### src/rtl/irq_hub_pkg.sv
// Shared types and helpers for the interrupt hub.
// Assumes a control byte that is 8 bits wide and left-aligned.
package irq_hub_pkg;

    // Trigger selection held in attribute bits 2:1
    typedef enum logic [1:0] {
        TRG_LEVEL = 2'd0,
        TRG_RISE  = 2'd1,
        TRG_FALL  = 2'd2,
        TRG_RSVD  = 2'd3
    } trig_e;

    // Level of a source: bits below the top nlb bits are forced to one
    function automatic logic [7:0] level_of(input logic [7:0] ctl, input logic [3:0] nlb);
        logic [3:0] n;
        n = (nlb > 4'd8) ? 4'd8 : nlb;
        return ctl | (8'hFF >> n);
    endfunction

endpackage

### src/rtl/irq_hub_sync.sv
// Multi-stage synchronizer for raw interrupt lines.
// Assumes each line holds a value for at least STAGES clocks.
module irq_hub_sync #(
    parameter int WIDTH  = 8,
    parameter int STAGES = 2
) (
    input  logic             clk,
    input  logic             rst_n,
    input  logic [WIDTH-1:0] d_i,
    output logic [WIDTH-1:0] q_o
);
    logic [STAGES-1:0][WIDTH-1:0] stg_q;

    // Shift the raw lines through the flop chain
    always_ff @(posedge clk) begin
        if (!rst_n) begin
            stg_q <= '0;
        end else begin
            stg_q[0] <= d_i;
            for (int s = 1; s < STAGES; s++) begin
                stg_q[s] <= stg_q[s-1];
            end
        end
    end

    assign q_o = stg_q[STAGES-1];

endmodule

### src/rtl/irq_hub_src.sv
// One interrupt source: pending capture, enable, attribute and control byte.
// Assumes sync_in is already synchronized. claim_i is high only when this
// source is the one currently presented and the core claims it.
module irq_hub_src
    import irq_hub_pkg::*;
#(
    parameter int CTL_BITS = 4
) (
    input  logic       clk,
    input  logic       rst_n,
    input  logic       sync_in,
    input  logic       claim_i,
    input  logic       wr_pend,
    input  logic       wr_en,
    input  logic       wr_attr,
    input  logic       wr_ctl,
    input  logic [7:0] wb_pend,
    input  logic [7:0] wb_en,
    input  logic [7:0] wb_attr,
    input  logic [7:0] wb_ctl,
    output logic       pend_o,
    output logic       en_o,
    output logic       shv_o,
    output logic [7:0] attr_rd_o,
    output logic [7:0] ctl_rd_o
);
    localparam int         SHIFT    = 8 - CTL_BITS;
    localparam logic [7:0] LOW_ONES = 8'((1 << SHIFT) - 1);

    logic                prev_q;
    logic                pend_q;
    logic                pend_nxt;
    logic                en_q;
    logic                shv_q;
    trig_e               trig_q;
    logic [CTL_BITS-1:0] ctl_q;
    logic                is_edge;
    logic                edge_hit;
    logic                unused_wbits;

    assign is_edge  = (trig_q == TRG_RISE) || (trig_q == TRG_FALL);
    assign edge_hit = ((trig_q == TRG_RISE) &&  sync_in && !prev_q) ||
                      ((trig_q == TRG_FALL) && !sync_in &&  prev_q);

    // Next pending state: edge capture beats software, which beats claim
    always_comb begin
        pend_nxt = pend_q;
        if (!is_edge)      pend_nxt = 1'b0;
        else if (edge_hit) pend_nxt = 1'b1;
        else if (wr_pend)  pend_nxt = wb_pend[0];
        else if (claim_i)  pend_nxt = 1'b0;
    end

    // Register the source state and the previous synchronized value
    always_ff @(posedge clk) begin
        if (!rst_n) begin
            prev_q <= 1'b0;
            pend_q <= 1'b0;
            en_q   <= 1'b0;
            shv_q  <= 1'b0;
            trig_q <= TRG_LEVEL;
            ctl_q  <= '0;
        end else begin
            prev_q <= sync_in;
            pend_q <= pend_nxt;
            if (wr_en) en_q <= wb_en[0];
            if (wr_attr) begin
                shv_q  <= wb_attr[0];
                trig_q <= trig_e'(wb_attr[2:1]);
            end
            if (wr_ctl) ctl_q <= wb_ctl[7 -: CTL_BITS];
        end
    end

    assign pend_o       = is_edge ? pend_q : sync_in;
    assign en_o         = en_q;
    assign shv_o        = shv_q;
    assign attr_rd_o    = {5'b0, trig_q, shv_q};
    assign ctl_rd_o     = (8'(ctl_q) << SHIFT) | LOW_ONES;
    assign unused_wbits = ^{wb_pend[7:1], wb_en[7:1], wb_attr[7:3], wb_ctl};


    pend_rise_cause_chk: assert property (@(posedge clk) disable iff (!rst_n)
        $rose(pend_q) |-> ($past(edge_hit) || $past(wr_pend && wb_pend[0])));


    claim_clears_chk: assert property (@(posedge clk) disable iff (!rst_n)
        (claim_i && is_edge && !edge_hit && !wr_pend) |=> !pend_q);

endmodule

### src/rtl/irq_hub_arb.sv
// Selects the winner among pending, enabled sources and gates it with the
// threshold. Assumes the level and control inputs come from registered state.
module irq_hub_arb #(
    parameter int NUM_SRC = 8,
    parameter int ID_W    = 3
) (
    input  logic                    clk,
    input  logic                    rst_n,
    input  logic [NUM_SRC-1:0]      valid_i,
    input  logic [NUM_SRC-1:0][7:0] lvl_i,
    input  logic [NUM_SRC-1:0][7:0] ctl_i,
    input  logic [NUM_SRC-1:0]      shv_i,
    input  logic [7:0]              thr_i,
    output logic                    req_o,
    output logic [ID_W-1:0]         id_o,
    output logic [7:0]              lvl_o,
    output logic                    shv_o
);
    logic        win_v;
    logic [15:0] win_key;

    // Linear scan; >= lets the higher index win a full tie
    always_comb begin
        win_v   = 1'b0;
        win_key = '0;
        id_o    = '0;
        shv_o   = 1'b0;
        for (int i = 0; i < NUM_SRC; i++) begin
            if (valid_i[i] && (!win_v || ({lvl_i[i], ctl_i[i]} >= win_key))) begin
                win_v   = 1'b1;
                win_key = {lvl_i[i], ctl_i[i]};
                id_o    = ID_W'(i);
                shv_o   = shv_i[i];
            end
        end
    end

    assign lvl_o = win_key[15:8];
    assign req_o = win_v && (win_key[15:8] > thr_i);


    win_is_valid_chk: assert property (@(posedge clk) disable iff (!rst_n)
        req_o |-> valid_i[id_o]);

    for (genvar g = 0; g < NUM_SRC; g++) begin : g_win

        no_better_src_chk: assert property (@(posedge clk) disable iff (!rst_n)
            (req_o && valid_i[g]) |-> ({lvl_i[g], ctl_i[g]} <= win_key));
    end

endmodule

### src/rtl/irq_hub.sv
// Core-local interrupt hub: register bus decode, per-source cells,
// level computation and arbitration. Assumes single-cycle bus accesses
// with word addresses, and one-cycle claim pulses from the core.
module irq_hub
    import irq_hub_pkg::*;
#(
    parameter int          NUM_SRC   = 8,
    parameter int          CTL_BITS  = 4,
    parameter int          VERSION   = 1,
    parameter int          AW        = 10,
    parameter int          SRC_WBASE = 256,
    parameter int          ID_W      = (NUM_SRC > 1) ? $clog2(NUM_SRC) : 1
) (
    input  logic               clk,
    input  logic               rst_n,
    input  logic [NUM_SRC-1:0] irq_src,
    input  logic               bus_sel,
    input  logic               bus_wr,
    input  logic [AW-1:0]      bus_waddr,
    input  logic [3:0]         bus_be,
    input  logic [31:0]        bus_wdata,
    output logic [31:0]        bus_rdata,
    output logic               irq_req,
    output logic [ID_W-1:0]    irq_id,
    output logic [7:0]         irq_level,
    output logic               irq_shv,
    input  logic               irq_claim
);
    localparam logic [AW-1:0] CFG_W   = AW'(0);
    localparam logic [AW-1:0] INFO_W  = AW'(1);
    localparam logic [AW-1:0] THR_W   = AW'(2);
    localparam logic [AW-1:0] BASE_W  = AW'(SRC_WBASE);
    localparam logic [AW-1:0] CNT_W   = AW'(NUM_SRC);
    localparam logic [31:0]   INFO    = {7'b0, 4'(CTL_BITS), 8'(VERSION), 13'(NUM_SRC)};

    logic [3:0]              nlb_q;
    logic [7:0]              thr_q;
    logic [NUM_SRC-1:0]      sync_vec;
    logic [NUM_SRC-1:0]      pend_vec;
    logic [NUM_SRC-1:0]      en_vec;
    logic [NUM_SRC-1:0]      shv_vec;
    logic [NUM_SRC-1:0][7:0] attr_vec;
    logic [NUM_SRC-1:0][7:0] ctl_vec;
    logic [NUM_SRC-1:0][7:0] lvl_vec;
    logic [AW-1:0]           src_off;
    logic                    src_hit;
    logic [ID_W-1:0]         src_idx;
    logic                    wr_cycle;

    assign wr_cycle = bus_sel && bus_wr;
    assign src_off  = bus_waddr - BASE_W;
    assign src_hit  = (bus_waddr >= BASE_W) && (src_off < CNT_W);
    assign src_idx  = src_off[ID_W-1:0];

    // Global configuration and threshold registers
    always_ff @(posedge clk) begin
        if (!rst_n) begin
            nlb_q <= '0;
            thr_q <= '0;
        end else if (wr_cycle && bus_be[0]) begin
            if (bus_waddr == CFG_W) nlb_q <= bus_wdata[4:1];
            if (bus_waddr == THR_W) thr_q <= bus_wdata[7:0];
        end
    end

    irq_hub_sync #(
        .WIDTH  (NUM_SRC),
        .STAGES (2)
    ) i_sync (
        .clk   (clk),
        .rst_n (rst_n),
        .d_i   (irq_src),
        .q_o   (sync_vec)
    );

    for (genvar g = 0; g < NUM_SRC; g++) begin : g_src
        logic hit_g;
        logic claim_g;

        assign hit_g   = wr_cycle && src_hit && (src_idx == ID_W'(g));
        assign claim_g = irq_claim && irq_req && (irq_id == ID_W'(g));

        irq_hub_src #(
            .CTL_BITS (CTL_BITS)
        ) i_src (
            .clk       (clk),
            .rst_n     (rst_n),
            .sync_in   (sync_vec[g]),
            .claim_i   (claim_g),
            .wr_pend   (hit_g && bus_be[0]),
            .wr_en     (hit_g && bus_be[1]),
            .wr_attr   (hit_g && bus_be[2]),
            .wr_ctl    (hit_g && bus_be[3]),
            .wb_pend   (bus_wdata[7:0]),
            .wb_en     (bus_wdata[15:8]),
            .wb_attr   (bus_wdata[23:16]),
            .wb_ctl    (bus_wdata[31:24]),
            .pend_o    (pend_vec[g]),
            .en_o      (en_vec[g]),
            .shv_o     (shv_vec[g]),
            .attr_rd_o (attr_vec[g]),
            .ctl_rd_o  (ctl_vec[g])
        );

        assign lvl_vec[g] = level_of(ctl_vec[g], nlb_q);
    end

    irq_hub_arb #(
        .NUM_SRC (NUM_SRC),
        .ID_W    (ID_W)
    ) i_arb (
        .clk     (clk),
        .rst_n   (rst_n),
        .valid_i (pend_vec & en_vec),
        .lvl_i   (lvl_vec),
        .ctl_i   (ctl_vec),
        .shv_i   (shv_vec),
        .thr_i   (thr_q),
        .req_o   (irq_req),
        .id_o    (irq_id),
        .lvl_o   (irq_level),
        .shv_o   (irq_shv)
    );

    // Read data multiplexer; unmapped words return zero
    always_comb begin
        bus_rdata = '0;
        if (bus_sel) begin
            if (src_hit) begin
                bus_rdata = {ctl_vec[src_idx], attr_vec[src_idx],
                             7'b0, en_vec[src_idx], 7'b0, pend_vec[src_idx]};
            end else if (bus_waddr == CFG_W) begin
                bus_rdata = {27'b0, nlb_q, 1'b0};
            end else if (bus_waddr == INFO_W) begin
                bus_rdata = INFO;
            end else if (bus_waddr == THR_W) begin
                bus_rdata = {24'b0, thr_q};
            end
        end
    end


    req_above_thr_chk: assert property (@(posedge clk) disable iff (!rst_n)
        irq_req |-> (irq_level > thr_q));


    shv_matches_src_chk: assert property (@(posedge clk) disable iff (!rst_n)
        irq_req |-> (irq_shv == shv_vec[irq_id]));

endmodule

### config.mk
export PLATFORM = sky130hd
export DESIGN_NAME = irq_hub
export DESIGN_NICKNAME = d
export VERILOG_FILES = /design/src/rtl/irq_hub_pkg.sv /design/src/rtl/irq_hub_sync.sv /design/src/rtl/irq_hub_src.sv /design/src/rtl/irq_hub_arb.sv /design/src/rtl/irq_hub.sv
export SDC_FILE = /design/constraint.sdc
export NUM_CORES = 1
export LEC_CHECK = 0
export BUFFER_PORTS_ARGS = -buffer_cell sky130_fd_sc_hd__buf_2
export CORE_UTILIZATION = 55
export DETAILED_ROUTE_END_ITERATION = 16
export PLACE_DENSITY = 0.76
export SLEW_MARGIN = 10
export SYNTH_ARGS = -nofsm -noshare
export SYNTH_HDL_FRONTEND = slang
export SYNTH_SLANG_ARGS = --single-unit
export TNS_END_PERCENT = 50
### constraint.sdc
create_clock -name clk -period 32 [get_ports clk]
set_input_delay 1.6 -clock clk [delete_from_list [all_inputs] [get_ports clk]]
set_output_delay 1.6 -clock clk [all_outputs]
set_load 0.03 [all_outputs]
==> summary.txt, run 1 <==
Finish
  – Number of filler instances in the final layout: 1237
  – Filler-free cell count of the finished design: 1223
  – Post-synthesis to final-layout area growth: 7.62%
  – Net count, final: ~1.2k
  – Fraction of final layout cells with drive strength greater than 1: 0.151
  – Ant diodes: 0

Synthesis
  – Mean instance size in the synthesized netlist: approximately 7.9 um2
  – Cell type with the highest aggregate area in the netlist: sky130_fd_sc_hd__dfxtp_1
  – Area share of the leading cell type in the synthesized netlist: 0.270
  – Synth Warn #: 0
  – Share of synthesized area occupied by flip-flops and latches: 0.270
  – Most numerous cell types in the synthesized netlist: sky130_fd_sc_hd__nand2_1, sky130_fd_sc_hd__dfxtp_1, sky130_fd_sc_hd__a21oi_1
  – Largest cells by area after synthesis: sky130_fd_sc_hd__dfxtp_1, sky130_fd_sc_hd__ha_1, sky130_fd_sc_hd__nand2_1, sky130_fd_sc_hd__a21oi_1, sky130_fd_sc_hd__mux2i_1
  – Synth async-reset ratio: 0
  – Mapped cell area: about 8000 um2
  – Post-Synthesis Cells: approximately 1.0k
  – Most frequently used flop master after synthesis: sky130_fd_sc_hd__dfxtp_1
  – Cell with the most instances after synthesis: sky130_fd_sc_hd__nand2_1
  – Number of distinct library cell variants in the gate-level netlist after synthesis: between 70 and 80
  – Count of flip-flops with a built-in enable after synthesis: 0
  – Yosys reg bits: around 110

Setup path
  – Critical Path AT: around 16 ns
  – Biggest cell delay along the critical path: 0.69 ns
  – End point of the critical path: irq_req
  – Maximum fanout along the worst path: 24
  – Highest-delay cell along the critical path: sky130_fd_sc_hd__nor2_1
  – Worst reg2reg endpoint: g_src[1].i_src.pend_q
  – Nature of the critical path startpoint: register
  – Crit Path Category: register to output port
  – Slack of the worst reg-to-reg path: 14.97 ns
  – Worst Reg-to-Reg Cells: between 60 and 70
  – Launching element of the worst setup path: g_src[0].i_src.trig_q[0]
  – Kind of end point of the critical path: output port
  – Worst reg2reg startpoint: g_src[0].i_src.trig_q[0]
  – Required time reported for the critical path endpoint: about 30 ns

CTS
  – Count of buffers added by post-CTS timing repair for setup: 0
  – CTS buffer count: 9
  – Count of instances resized after the clock tree is built: 0
  – Sinks on Clock Net: 108
  – H-Tree Level Count: 3
  – TritonCTS clock tree: yes
  – Clk buf depth: 2
  – Later-pin clock latency in the skew report: between 0.3 and 0.4 ns
  – Root Buffer Master: sky130_fd_sc_hd__clkbuf_16
  – Quantity of hold-fixing buffers added after cts: 0
  – Clock transition at the registers of the reported paths: about 0.07 ns

Floorplan
  – Initial core utilization: 0.570
  – Die ar.: around 15000 um2
  – Height of the chip: between 100 and 150 um
  – Core Region: ~14000 um2
  – Standard-cell rows: between 40 and 50
  – Top-Level Pins: approximately 100
  – Chip width: 123 um

Route
  – Routed wire per std cell: about 17 um
  – Total detailed-routing wirelength: approximately 21 mm
  – Number of remaining DRC errors: 0
  – First DRT Iteration DRCs: 633
  – Via-per-instance ratio: between 6 and 7
  – DR pass1 iterations: 5
  – Post-route ant nets: 0
  – Via total after detailed routing: 7357

Global routing
  – Number of antenna violations at the first check in global routing: 0
  – Wire length of the first global-routing pass: 33.1 mm
  – Layer with the highest usage: met2
  – All-layer global routing usage: 0.285
  – Global-route congestion overflow total: 0
  – Global routing usage on met1: 0.392
  – Met2 usage in global routing: 0.455
  – Met3 Usage GRT: 0.0469
  – Largest net degree at the start of global routing: 85
  – Via count of the first global-routing pass: approximately 6.6k

Pwr
  – Leakage power: 3.39 nW
  – IR drop worst, VDD: ~32 uV
  – Power per standard cell area: a little over 30 nW/um2

Timing
  – Crit path time final: ~18 ns
  – Clock skew after layout: about 0.0083 ns
  – Max-slew headroom at the worst pin: 0.301
  – Final number of max-transition violations: 0
  – Setup violators final: 0
  – Final worst-path cycle share: 0.562
  – RSZ-0062 raised after global routing: no
  – Final Hold Violating Endpoints: 0
  – Highest attainable clock frequency: approximately 0.056 GHz
  – Post-Route Setup TNS: 0 ns
  – Worst Tran Pin Value: 1.04 ns

Worst hold path
  – Hold Path Class: register to register
  – Hold_sp: i_sync.stg_q[3]

Job
  – Max Cap Viol: 0

Placed design
  – Placed insts: about 1.2k
  – Final weighted congestion of routability-driven global placement: a little over 0.9
  – Final HPWL from detailed placement: about 16 mm
  – Number of port buffers: 77

Outcome
  – Result of the run: completed
-- layout make-up --
class / count / area, um2 / area share
flip-flops and latches: 108 / 2160 / 0.251
inverters: 56 / 210 / 0.0244
multi-input cells: 779 / 5270 / 0.613
well taps: 180 / 225 / 0.0262
clock buffers: 10 / 229 / 0.0266
repair buffers: 84 / 438 / 0.0509
clock inverters: 6 / 70.1 / 0.00814
-- per-stage QoR --
step	setup WS, ns	area, um2	hold slack (ns)	power (mW)	utilization
floorplan	16.15	8030	0.412	0.151	-
global placement	14.90	8310	0.413	0.155	0.592
detailed placement	14.78	8310	0.419	0.155	0.592
CTS	14.34	8610	0.437	0.265	0.613
global route	13.09	8610	0.444	0.271	0.613
finish	14.01	8610	0.434	0.263	0.613
-- power by group --
| part | switching, mW | internal [mW] |
|---|---|---|
| Sequential | 0.000601 | 0.136 |
| Combinational | 0.0108 | 0.00483 |
| Clock | 0.0500 | 0.0616 |
| Total | 0.0615 | 0.202 |
-- placed cells by master (no fill, tap or decap), drive strengths merged, types with 4 or more instances in the layout --
cell type  netlist  routed
dfxtp          108     108
a221oi           6       6
nand3b           9       9
o211ai           5       5
nor4             4       4
a21oi           89      89
a211oi          13      13
nor2            85      85
mux4            17      17
ha              80      80
or2             15      15
nand2          133     133
a21boi           5       5
a21o            19      19
buf             40      84
and3             5       5
and2            32      32
nor2b            8       8
mux2            10      10
nand3           69      69
conb             1      10
a311oi           5       5
a31oi           11      11
o21ai           45      45
nand2b           7       7
clkbuf          36      10
nor3            10      10
inv             56      59
mux2i           41      41
-- per-layer routing --
| layer | wire (um) | vias up | part of all wire |
|---|---|---|---|
| met1 | 9580 | 3436 | 0.45 |
| met4 | 455 | 0 | 0.021 |
| met3 | 1430 | 39 | 0.067 |
| li1 | - | 3603 | - |
| met2 | 9730 | 279 | 0.46 |
| met5 | 0 | - | 0 |
-- critical path, delay by kind of cell, from the launching register on --
| kind | cells | cell delay (ns) |
|---|---|---|
| adders and majority gates | 9 | 2.74 |
| DFF | 1 | 0.40 |
| buffers and inverters | 7 | 0.88 |
| muxes | 4 | 1.40 |
| AOI/OAI and AO/OA | 29 | 6.69 |
| and+or+nand+nor | 15 | 3.89 |
-- how the worst min path moves through the flow --
stage                         end  cells after the start
detailed placement  i_sync.q_o[2]                      1
CTS                 i_sync.q_o[2]                      1
finish              i_sync.q_o[3]                      1
global route        i_sync.q_o[3]                      1
global placement    i_sync.q_o[2]                      1
floorplan           i_sync.q_o[0]                      1
-- state kept, by name, indices dropped and copies added, names as in the netlist --
register,count
g_src.i_src.ctl_q,32
g_src.i_src.trig_q,16
g_src.i_src.en_o,8
g_src.i_src.pend_q,8
g_src.i_src.prev_q,8
g_src.i_src.shv_o,8
i_sync.q_o,8
i_sync.stg_q,8
thr_q,8
nlb_q,4
-- logic make-up after synthesis --
kind of cell | after synthesis | synth area share
buf+inv | 132 | 0.0746
flops | 108 | 0.270
compound gates | 232 | 0.188
mux | 68 | 0.114
simple gates | 389 | 0.228
fa+ha+maj | 80 | 0.125
other cells | 1 | 0.000469
(Power assumes the default switching activity.)
==> inputs of run 2 (changes only) <==
CORE_UTILIZATION = 54   (was 55)
PLACE_DENSITY = 0.78   (was 0.76)
clock period = 16.5 ns   (was 32 ns; I/O delays follow)
==> summary.txt, run 2 (synthesis gave the netlist of run 1 again) <==
Outcome
  – Result of the run: completed

Timing
  – Post-Route Setup TNS: 0 ns
  – RSZ-0062 raised after global routing: no
  – Highest attainable clock frequency: roughly 0.064 GHz
  – Clock skew after layout: 0.00906 ns
  – Final worst-path cycle share: 0.944
  – Crit path time final: roughly 16 ns
  – Setup violators final: 0
  – Max-slew headroom at the worst pin: 0.369
  – Final Hold Violating Endpoints: 0
  – Final number of max-transition violations: 0
  – Least setup slack across all paths after layout: around 0.92 ns
  – Worst Tran Pin Value: roughly 0.94 ns

Floorplan
  – Chip width: 124 um
  – Standard-cell rows: 44
  – Height of the chip: 124 um
  – Die ar.: between 15000 and 20000 um2
  – Top-Level Pins: 104
  – Core Region: around 14000 um2
  – Initial core utilization: 0.552

CTS
  – CTS buffer count: 9
  – Count of instances resized after the clock tree is built: 0
  – H-Tree Level Count: 3
  – Clk buf depth: 2
  – Sinks on Clock Net: between 100 and 150
  – TritonCTS clock tree: yes
  – Quantity of hold-fixing buffers added after cts: 0
  – Later-pin clock latency in the skew report: 0.35 ns
  – Count of buffers added by post-CTS timing repair for setup: 0
  – Clock transition at the registers of the reported paths: ~0.070 ns
  – Root Buffer Master: sky130_fd_sc_hd__clkbuf_16

Setup path
  – Highest-delay cell along the critical path: sky130_fd_sc_hd__a311o_1
  – Biggest cell delay along the critical path: ~0.50 ns
  – Critical Path AT: roughly 15 ns
  – Most frequent CP cell: sky130_fd_sc_hd__ha_1
  – Maximum fanout along the worst path: 24
  – Kind of end point of the critical path: output port
  – Crit Path Category: register to output port
  – Required time reported for the critical path endpoint: roughly 16 ns
  – Nature of the critical path startpoint: register

Global routing
  – All-layer global routing usage: 0.292
  – Number of antenna violations at the first check in global routing: 1
  – Via count of the first global-routing pass: 6807
  – Largest net degree at the start of global routing: 53
  – Global-route congestion overflow total: 0
  – Wire length of the first global-routing pass: roughly 34 mm

Pwr
  – IR drop worst, VDD: between 60 and 70 uV
  – P_sw: ~120 uW
  – Clk pwr share: 0.460
  – Combinational fraction of design power: 0.057
  – Net switching share of the total power: 0.215
  – Leakage power: around 3.4 nW
  – P_int: between 400 and 500 uW
  – Power per standard cell area: 62.4 nW/um2
  – Fraction of power consumed by sequential logic: 0.483

Placed design
  – Final HPWL from detailed placement: about 16 mm
  – Placed insts: about 1.2k
  – Final weighted congestion of routability-driven global placement: roughly 0.98
  – Number of port buffers: 77
  – Pre-CTS setup slack: around 0.44 ns
  – Area after detailed placement: between 8000 and 9000 um2

Finish
  – Registers with the most flip-flops: g_src.i_src.ctl_q: 32 flops, g_src.i_src.trig_q: 16 flops
  – Filler-free cell count of the finished design: around 1.2k
  – Post-synthesis to final-layout area growth: 9.48%
  – Fraction of final layout cells with drive strength greater than 1: 0.165
  – Net count, final: around 1.2k
  – Leading cell type in the layout, fill and taps excluded: sky130_fd_sc_hd__nand2_1
  – Flip-flop count of the largest register, all copies and words added: 32
  – Reg with most FFs: g_src.i_src.ctl_q
  – Non-Filler Cell Area, Final: ~9000 um2
  – Commonest cells after routing, fill and taps aside: sky130_fd_sc_hd__nand2_1, sky130_fd_sc_hd__dfxtp_1, sky130_fd_sc_hd__a21oi_1, sky130_fd_sc_hd__nor2_1, sky130_fd_sc_hd__ha_1

Job
  – Max Cap Viol: 0

Route
  – Routed wire per std cell: around 18 um
  – Number of remaining DRC errors: 0
  – DR pass1 iterations: 8
  – Total detailed-routing wirelength: 21.7 mm
  – Post-route ant nets: 0
  – Via total after detailed routing: approximately 7.4k
  – First DRT Iteration DRCs: 710
  – Via-per-instance ratio: ~6

Worst hold path
  – Hold Path Class: register to register
## run 2: changes by cell type in the layout (fill, tap and decap cells not counted), moves of 2 or more
| cell | change |
|---|---|
| sky130_fd_sc_hd__and2_2 | +2 |
| sky130_fd_sc_hd__o21ai_1 | +2 |
| sky130_fd_sc_hd__buf_4 | +2 |
| sky130_fd_sc_hd__a221oi_2 | +2 |
| sky130_fd_sc_hd__a221oi_1 | -2 |
| sky130_fd_sc_hd__o21ai_0 | -2 |
| sky130_fd_sc_hd__inv_6 | -3 |
| sky130_fd_sc_hd__bufinv_16 | +2 |
| sky130_fd_sc_hd__clkbuf_8 | +2 |
| sky130_fd_sc_hd__and2_1 | -2 |
## run 2: worst paths after layout
| kind | end | cells after the start | start | slack [ns] |
|---|---|---|---|---|
| min reg2reg | i_sync.q_o[7] | 1 | i_sync.stg_q[7] | 0.43 |
| max reg2reg | g_src[3].i_src.pend_q | 66 | g_src[0].i_src.trig_q[0] | 1.25 |
| min | i_sync.q_o[7] | 1 | i_sync.stg_q[7] | 0.43 |
| max | irq_req | 64 | g_src[0].i_src.trig_q[0] | 0.92 |
## run 2: area by class of cell
type / count / area [um2]
multi-input combinational: 779 / 5350
inverter: 56 / 210
tap: 184 / 230
timing repair buffer: 86 / 453
antenna: 1 / 2.50
sequential: 108 / 2160
clock inverter: 4 / 95.1
fill: 1304 / 5720
clock buffer: 12 / 256
## run 2: power groups by stage
stage / Sequential, mW / Combinational [mW] / Clock, mW
final: 0.264 / 0.0310 / 0.251
after floorplan: 0.270 / 0.0229 / 0
after CTS: 0.264 / 0.0305 / 0.252
after detailed placement: 0.270 / 0.0302 / 0
after global placement: 0.270 / 0.0299 / 0
after global routing: 0.264 / 0.0332 / 0.264
## run 2: routing by layer
metal | global-route usage | up-vias | share of wire | routed length, um
met2 | 0.477 | 275 | 0.46 | 10100
met5 | 0 | - | 0 | 0
met4 | 0.108 | 0 | 0.023 | 505
met1 | 0.393 | 3480 | 0.44 | 9540
li1 | - | 3612 | - | -
met3 | 0.0357 | 38 | 0.073 | 1580
## run 2: critical path, delay by kind of cell, from the launching register on
family | cells | cell delay, ns
mux | 4 | 1.33
simple gates | 12 | 2.01
buf+inv | 6 | 0.89
flops | 1 | 0.38
fa+ha+maj | 9 | 2.76
compound gates | 33 | 7.02
## run 2: metrics by stage
step / hold WS, ns / util / total power [mW]
floorplan: 0.412 / - / 0.293
global placement: 0.413 / 0.575 / 0.300
detailed placement: 0.420 / 0.575 / 0.300
CTS: 0.436 / 0.600 / 0.547
global route: 0.448 / 0.605 / 0.562
finish: 0.432 / 0.605 / 0.546
